--- src/rtl/sine_step_pkg.sv ---
package sine_step_pkg;

  localparam int CODE_W = 4;
  localparam int IDX_W  = 4;
  localparam int DEPTH  = 1 << IDX_W;
  localparam logic [CODE_W-1:0] MID_CODE = CODE_W'(1 << (CODE_W - 1));

  typedef logic [CODE_W-1:0] code_t;
  typedef logic [IDX_W-1:0]  idx_t;

  // Offset sine rounded half-up; the upper half mirrors the lower half around mid-scale.
  function automatic code_t sine_code(input int k);
    code_t q;
    case (k % 8)
      0: q = 4'd8;
      1: q = 4'd10;
      2: q = 4'd13;
      3: q = 4'd14;
      4: q = 4'd15;
      5: q = 4'd14;
      6: q = 4'd13;
      default: q = 4'd10;
    endcase
    if ((k % 16) >= 8) begin
      case (k % 8)
        0: q = 4'd8;
        1: q = 4'd5;
        2: q = 4'd2;
        3: q = 4'd1;
        4: q = 4'd0;
        5: q = 4'd1;
        6: q = 4'd2;
        default: q = 4'd5;
      endcase
    end
    return q;
  endfunction

endpackage

--- src/rtl/sine_step_timebase.sv ---
module sine_step_timebase #(
  parameter int TICK_CYC = 100
) (
  input  logic clk,
  input  logic rst,
  input  logic en,
  output logic tick
);
  localparam int CNT_W = (TICK_CYC > 2) ? $clog2(TICK_CYC) : 1;

  logic [CNT_W-1:0] cnt;

  // Shared pacing counter: restarts at zero whenever the run is disabled.
  always_ff @(posedge clk) begin
    if (rst || !en) begin
      cnt <= '0;
    end else if (int'(cnt) == TICK_CYC - 1) begin
      cnt <= '0;
    end else begin
      cnt <= cnt + 1'b1;
    end
  end

  assign tick = en && (cnt == '0);

  p_cnt_bound_r4: assert property (@(posedge clk) disable iff (rst)
    int'(cnt) < TICK_CYC);

  p_restart_r7: assert property (@(posedge clk) disable iff (rst)
    !en |=> cnt == '0);

endmodule

--- src/rtl/sine_step_index.sv ---
module sine_step_index
  import sine_step_pkg::*;
(
  input  logic clk,
  input  logic rst,
  input  logic en,
  input  logic tick,
  input  idx_t phase_ofs,
  output idx_t idx
);

  always_ff @(posedge clk) begin
    if (rst) begin
      idx <= '0;
    end else if (!en) begin
      idx <= phase_ofs;
    end else if (tick) begin
      idx <= idx + 1'b1;
    end
  end

  p_step_r3: assert property (@(posedge clk) disable iff (rst)
    (en && tick) |=> idx == IDX_W'($past(idx) + 1'b1));

  p_reload_r7: assert property (@(posedge clk) disable iff (rst)
    !en |=> idx == $past(phase_ofs));

  p_ofs_ignored_r8: assert property (@(posedge clk) disable iff (rst)
    (en && !tick) |=> $stable(idx));

endmodule

--- src/rtl/sine_step_rom.sv ---
module sine_step_rom
  import sine_step_pkg::*;
(
  input  logic  clk,
  input  logic  rst,
  input  logic  en,
  input  logic  rd,
  input  idx_t  addr,
  output code_t code
);

  code_t tbl [DEPTH];

  for (genvar k = 0; k < DEPTH; k++) begin : g_tbl
    assign tbl[k] = sine_code(k);
  end

  // Registered read so the table maps onto a synchronous ROM.
  always_ff @(posedge clk) begin
    if (rst || !en) begin
      code <= MID_CODE;
    end else if (rd) begin
      code <= tbl[addr];
    end
  end

  p_mid_r7: assert property (@(posedge clk) disable iff (rst)
    !en |=> code == MID_CODE);

  p_read_r2: assert property (@(posedge clk) disable iff (rst)
    (en && rd && addr == '0) |=> code == MID_CODE);

endmodule

--- src/rtl/sine_step_gen.sv ---
module sine_step_gen
  import sine_step_pkg::*;
#(
  parameter int TICK_CYC = 100
) (
  input  logic             clk,
  input  logic             rst,
  input  logic             en,
  input  logic [IDX_W-1:0] phase_ofs,
  output logic [CODE_W-1:0] dac_code,
  output logic             conv_stb,
  output logic             cyc_start
);
  localparam int GAP_W = $clog2(TICK_CYC + 1);

  logic tick;
  idx_t idx;

  sine_step_timebase #(.TICK_CYC(TICK_CYC)) u_tb (
    .clk  (clk),
    .rst  (rst),
    .en   (en),
    .tick (tick)
  );

  sine_step_index u_idx (
    .clk       (clk),
    .rst       (rst),
    .en        (en),
    .tick      (tick),
    .phase_ofs (phase_ofs),
    .idx       (idx)
  );

  sine_step_rom u_rom (
    .clk  (clk),
    .rst  (rst),
    .en   (en),
    .rd   (tick),
    .addr (idx),
    .code (dac_code)
  );

  // Strobes registered on the same edge as the code update.
  always_ff @(posedge clk) begin
    if (rst) begin
      conv_stb  <= 1'b0;
      cyc_start <= 1'b0;
    end else begin
      conv_stb  <= tick;
      cyc_start <= tick && (idx == '0);
    end
  end

  // Gap counter for the strobe spacing check.
  logic [GAP_W-1:0] gap_q;
  logic             seen_q;

  always_ff @(posedge clk) begin
    if (rst) begin
      gap_q  <= '0;
      seen_q <= 1'b0;
    end else begin
      if (conv_stb) begin
        gap_q <= '0;
      end else if (int'(gap_q) < TICK_CYC) begin
        gap_q <= gap_q + 1'b1;
      end
      if (!en) begin
        seen_q <= 1'b0;
      end else if (conv_stb) begin
        seen_q <= 1'b1;
      end
    end
  end

  p_no_skip_r4: assert property (@(posedge clk) disable iff (rst)
    (seen_q && $past(en) && int'(gap_q) == TICK_CYC - 1) |-> conv_stb);

  p_no_early_r4: assert property (@(posedge clk) disable iff (rst)
    (conv_stb && seen_q) |-> int'(gap_q) == TICK_CYC - 1);

  p_stb_pulse_r4: assert property (@(posedge clk) disable iff (rst)
    conv_stb |=> !conv_stb);

  p_marker_r6: assert property (@(posedge clk) disable iff (rst)
    cyc_start |-> conv_stb);

  p_hold_r5: assert property (@(posedge clk) disable iff (rst)
    (en && !tick) |=> $stable(dac_code));

endmodule

--- config.mk ---
export PLATFORM = sky130hd
export DESIGN_NAME = sine_step_gen
export DESIGN_NICKNAME = d
export VERILOG_FILES = /design/src/rtl/sine_step_pkg.sv /design/src/rtl/sine_step_timebase.sv /design/src/rtl/sine_step_index.sv /design/src/rtl/sine_step_rom.sv /design/src/rtl/sine_step_gen.sv
export SDC_FILE = /design/constraint.sdc
export NUM_CORES = 1
export LEC_CHECK = 0
export ABC_CLOCK_PERIOD_IN_PS = 3200
export BUFFER_PORTS_ARGS = -buffer_cell sky130_fd_sc_hd__buf_4
export CORE_MARGIN = 2
export CORE_UTILIZATION = 58
export DETAILED_ROUTE_END_ITERATION = 16
export PLACE_DENSITY = 0.91
export SLEW_MARGIN = 20
export SYNTH_ARGS = -nofsm -noshare
export SYNTH_HDL_FRONTEND = slang
export SYNTH_SLANG_ARGS = --single-unit
--- constraint.sdc ---
create_clock -name clk -period 3.2 [get_ports clk]
set_input_delay 0.48 -clock clk [delete_from_list [all_inputs] [get_ports clk]]
set_output_delay 0.48 -clock clk [all_outputs]
set_load 0.01 [all_outputs]
==> metrics.txt <==
# TYPE chip_impl_metric gauge
chip_impl_info{name="run_status",value="complete, no violations"} 1
chip_impl_metric{name="clock_transition_at_the_registers_of_the_reported_paths",unit="ps"} 100
chip_impl_metric{name="placement.io_buffers",unit=""} 12
chip_impl_metric{name="finalHoldViolCount",unit=""} 0
chip_impl_metric{name="die_height",unit="um"} 42.9
chip_impl_metric{name="grt_first_pass_wirelength",unit="mm"} 3.09
chip_impl_metric{name="h-tree-depth",unit=""} 1
chip_impl_info{name="synth.area.top_cells",value="sky130_fd_sc_hd__dfxtp_1 39%, sky130_fd_sc_hd__ha_1 10%, sky130_fd_sc_hd__nor2_1 5.6%"} 1
chip_impl_metric{name="achievable-frequency",unit="GHz"} 0.536
chip_impl_metric{name="p_switching",unit="W"} 0.000114
chip_impl_metric{name="crit_required",unit="ps"} 3420
chip_impl_metric{name="period_needed",unit="ps"} 1860
chip_impl_metric{name="power.ir.vdd_worst",unit="V"} 0.000280
chip_impl_metric{name="netlist_area_before_placement",unit="sq um"} 877
chip_impl_metric{name="drive_above_1_share",unit="%"} 14.4
chip_impl_metric{name="io_pins",unit=""} 13
chip_impl_metric{name="detailedRoute.firstPassIterationCount",unit=""} 4
chip_impl_info{name="cts_tree",value="done"} 1
chip_impl_metric{name="place.detailed.hpwl",unit="mm"} 1.41
chip_impl_metric{name="floorplan.initialDensity",unit="%"} 60.3
chip_impl_metric{name="grt.total_usage",unit="%"} 23.1
chip_impl_metric{name="power_frac_clock",unit="%"} 28.6
chip_impl_metric{name="place_congestion",unit=""} 0.769
chip_impl_info{name="timing.critical_path.from_type",value="flip-flop"} 1
chip_impl_metric{name="final.setup.tns",unit="ps"} 0
chip_impl_metric{name="post-cts-setup-buffer-count",unit=""} 0
chip_impl_metric{name="grt_overflow",unit=""} 0
chip_impl_info{name="class_of_the_most_critical_hold_timing_path",value="primary input to flip-flop"} 1
chip_impl_metric{name="power.total",unit="W"} 0.000414
chip_impl_metric{name="core.rowCount",unit=""} 14
chip_impl_metric{name="dieArea",unit="sq um"} 1840
chip_impl_metric{name="synth_seq_area_share",unit="%"} 38.8
chip_impl_metric{name="syn-instance-count",unit=""} 101
chip_impl_metric{name="drv.max_cap_violation_count",unit=""} 0
chip_impl_metric{name="setup_violating_endpoint_count_in_the_final_report",unit=""} 0
chip_impl_metric{name="layout.core_utilization",unit="%"} 68.1
chip_impl_info{name="setup_repair_after_global_routing_missed_its_margin",value="false"} 1
chip_impl_metric{name="ant_nets",unit=""} 0
chip_impl_metric{name="synth_largest_type_area_fraction",unit="%"} 38.8
chip_impl_metric{name="dr_total_vias",unit=""} 789
chip_impl_metric{name="cts-hold-fix-buffers",unit=""} 0
chip_impl_metric{name="finalMaxSlewViolations",unit=""} 0
chip_impl_info{name="layout.cells.most_common_list",value="17 x sky130_fd_sc_hd__dfxtp_1, 13 x sky130_fd_sc_hd__nor2_1, 12 x sky130_fd_sc_hd__buf_4"} 1
chip_impl_metric{name="clkLatencyLatePin",unit="ps"} 300
chip_impl_metric{name="core_area",unit="sq um"} 1450
chip_impl_metric{name="synth.ff_latch_count",unit=""} 17
chip_impl_metric{name="antenna_found_initial",unit=""} 0
chip_impl_metric{name="path_max_fanout",unit=""} 8
chip_impl_metric{name="power.internal",unit="W"} 0.000300
chip_impl_info{name="clock_tree.root_cell",value="sky130_fd_sc_hd__clkbuf_4"} 1
chip_impl_metric{name="mappedNetlistNets",unit=""} 115
chip_impl_metric{name="area_growth_from_synthesis_to_layout",unit="%"} 12.8
chip_impl_info{name="crit_path_end_kind",value="flip-flop"} 1
chip_impl_metric{name="yosys_warnings",unit=""} 0
chip_impl_metric{name="final_critical_path_share_of_the_clock_period",unit="%"} 58.2
chip_impl_metric{name="tightest_slew",unit="ps"} 937
chip_impl_info{name="layout_commonest_cell",value="sky130_fd_sc_hd__dfxtp_1"} 1
chip_impl_metric{name="numCtsBuffers",unit=""} 3
chip_impl_metric{name="largest_net_degree_at_the_start_of_global_routing",unit=""} 11
chip_impl_metric{name="switching_share",unit="%"} 27.5
chip_impl_metric{name="route.detailed.vias_per_inst",unit=""} 6.21
chip_impl_metric{name="routed_wirelength_normalized_by_instance_count",unit="um"} 14.6
chip_impl_metric{name="setup_ws",unit="ps"} 1340
chip_impl_metric{name="detail_route.wirelength",unit="mm"} 1.86
chip_impl_metric{name="cts.sinks",unit=""} 17
chip_impl_metric{name="pwr_density_cell",unit="nW/um^2"} 418
chip_impl_metric{name="power.share.sequential",unit="%"} 56.4
chip_impl_metric{name="dieWidth",unit="um"} 42.9
chip_impl_metric{name="crit_arrival",unit="ps"} 2080
chip_impl_metric{name="final_net_count",unit=""} 126
chip_impl_info{name="synth.largest_area_cell",value="sky130_fd_sc_hd__dfxtp_1"} 1
chip_impl_metric{name="initialDrtViolationCount",unit=""} 28
chip_impl_metric{name="synth.lib_cells_used.distinct",unit=""} 31
chip_impl_metric{name="cts.repair.resized",unit=""} 0
chip_impl_metric{name="final_skew",unit="ps"} 3.71
chip_impl_metric{name="synth_area_per_cell",unit="sq um"} 8.68
chip_impl_metric{name="slew-limit-headroom",unit="%"} 37.0
chip_impl_metric{name="cellLeakagePower",unit="nW"} 0.397
chip_impl_info{name="path_class",value="flip-flop to flip-flop"} 1
chip_impl_metric{name="number_of_inserted_diodes",unit=""} 0
chip_impl_metric{name="max_root_sink_buffers",unit=""} 2
chip_impl_metric{name="detailedPlace.worstSlack",unit="ps"} 1350
chip_impl_metric{name="share_comb_of_total_power",unit="%"} 15.1
chip_impl_metric{name="first_global_vias",unit=""} 730
chip_impl_metric{name="remaining_drc_errors",unit=""} 0
-- state kept, by name, indices dropped and copies added (netlist names) --
| register | flops |
|---|---|
| u_tb.cnt | 7 |
| u_idx.idx | 4 |
| u_rom.code | 4 |
| conv_stb | 1 |
| cyc_start | 1 |
-- metrics by stage --
step	cells	hold WS (ps)	cell area, sq um
after floorplan	101	430	877
after global placement	123	444	963
after detailed placement	123	490	963
after CTS	127	373	990
after global routing	127	380	990
final	127	375	990
-- Yosys cell counts (all sizes together) --
master and count:
o31ai 3, a211oi 2, a21oi 4, buf 1
ha 7, nor3b 2, a211o 1, a41o 1
or3b 1, nand4 1, mux4 1, inv 8
a221oi 1, xnor2 1, nor4 1, nor3 1
or3 3, or4 2, dfxtp 17, xor2 2
clkbuf 5, o21ai 4, a21o 2, nor2 13
nand2b 2, nand2 4, o31a 1, nand3 5
a311oi 4, and2 1
-- power by group through the flow --
stage / Combinational (W) / Clock [W] / Sequential [W]
CTS: 0.0000622 / 0.000119 / 0.000233
finish: 0.0000623 / 0.000118 / 0.000233
floorplan: 0.0000436 / 0 / 0.000234
global route: 0.0000701 / 0.000122 / 0.000235
global placement: 0.0000581 / 0 / 0.000237
detailed placement: 0.0000621 / 0 / 0.000238
-- path summary, 6_finish.rpt --
kind                            slack [ps]       endpoint  cells past startpoint   startpoint
worst max-delay path                  1340  u_rom.code[2]                      5  u_tb.cnt[0]
worst min-delay path                   380   u_idx.idx[3]                      2          rst
worst max register to register        1340  u_rom.code[2]                      5  u_tb.cnt[0]
worst min register to register         500    u_tb.cnt[0]                      1  u_tb.cnt[0]
-- cell families (layout without fill, tap and decap cells) --
group	count (synthesis)	in the layout	synth area share, %
AO/OA/AOI/OAI	23	23	18.7
adder cells (fa/ha/maj)	7	7	9.99
AND/OR/NAND/NOR	36	36	20.8
XOR/XNOR	3	3	3.00
flip-flops	17	17	38.8
buffers and inverters	14	24	6.13
multiplexers	1	1	2.57
-- critical path, cell delays in order, from the launching register on --
cell and delay (ps):
sky130_fd_sc_hd__dfxtp_1 350, sky130_fd_sc_hd__inv_1 60, sky130_fd_sc_hd__ha_1 140, sky130_fd_sc_hd__nor3b_1 730, sky130_fd_sc_hd__nand2_1 210, sky130_fd_sc_hd__o31ai_1 290
-- layer usage --
layer	share of wire (%)	global-route usage [%]	vias to the layer above
met5	0	0	-
met4	2.6	15.0	0
met3	6.1	3.83	5
met2	53	40.9	28
met1	39	24.7	376
li1	-	-	380
-- final cells by class --
class / instances / area, sq um
clock buffers: 4 / 26.3
well taps: 16 / 20.0
multi-input cells: 70 / 483
inverters: 8 / 30.0
flip-flops and latches: 17 / 340
repair buffers: 12 / 90.1
fillers: 130 / 464
(Power assumes the default switching activity.)
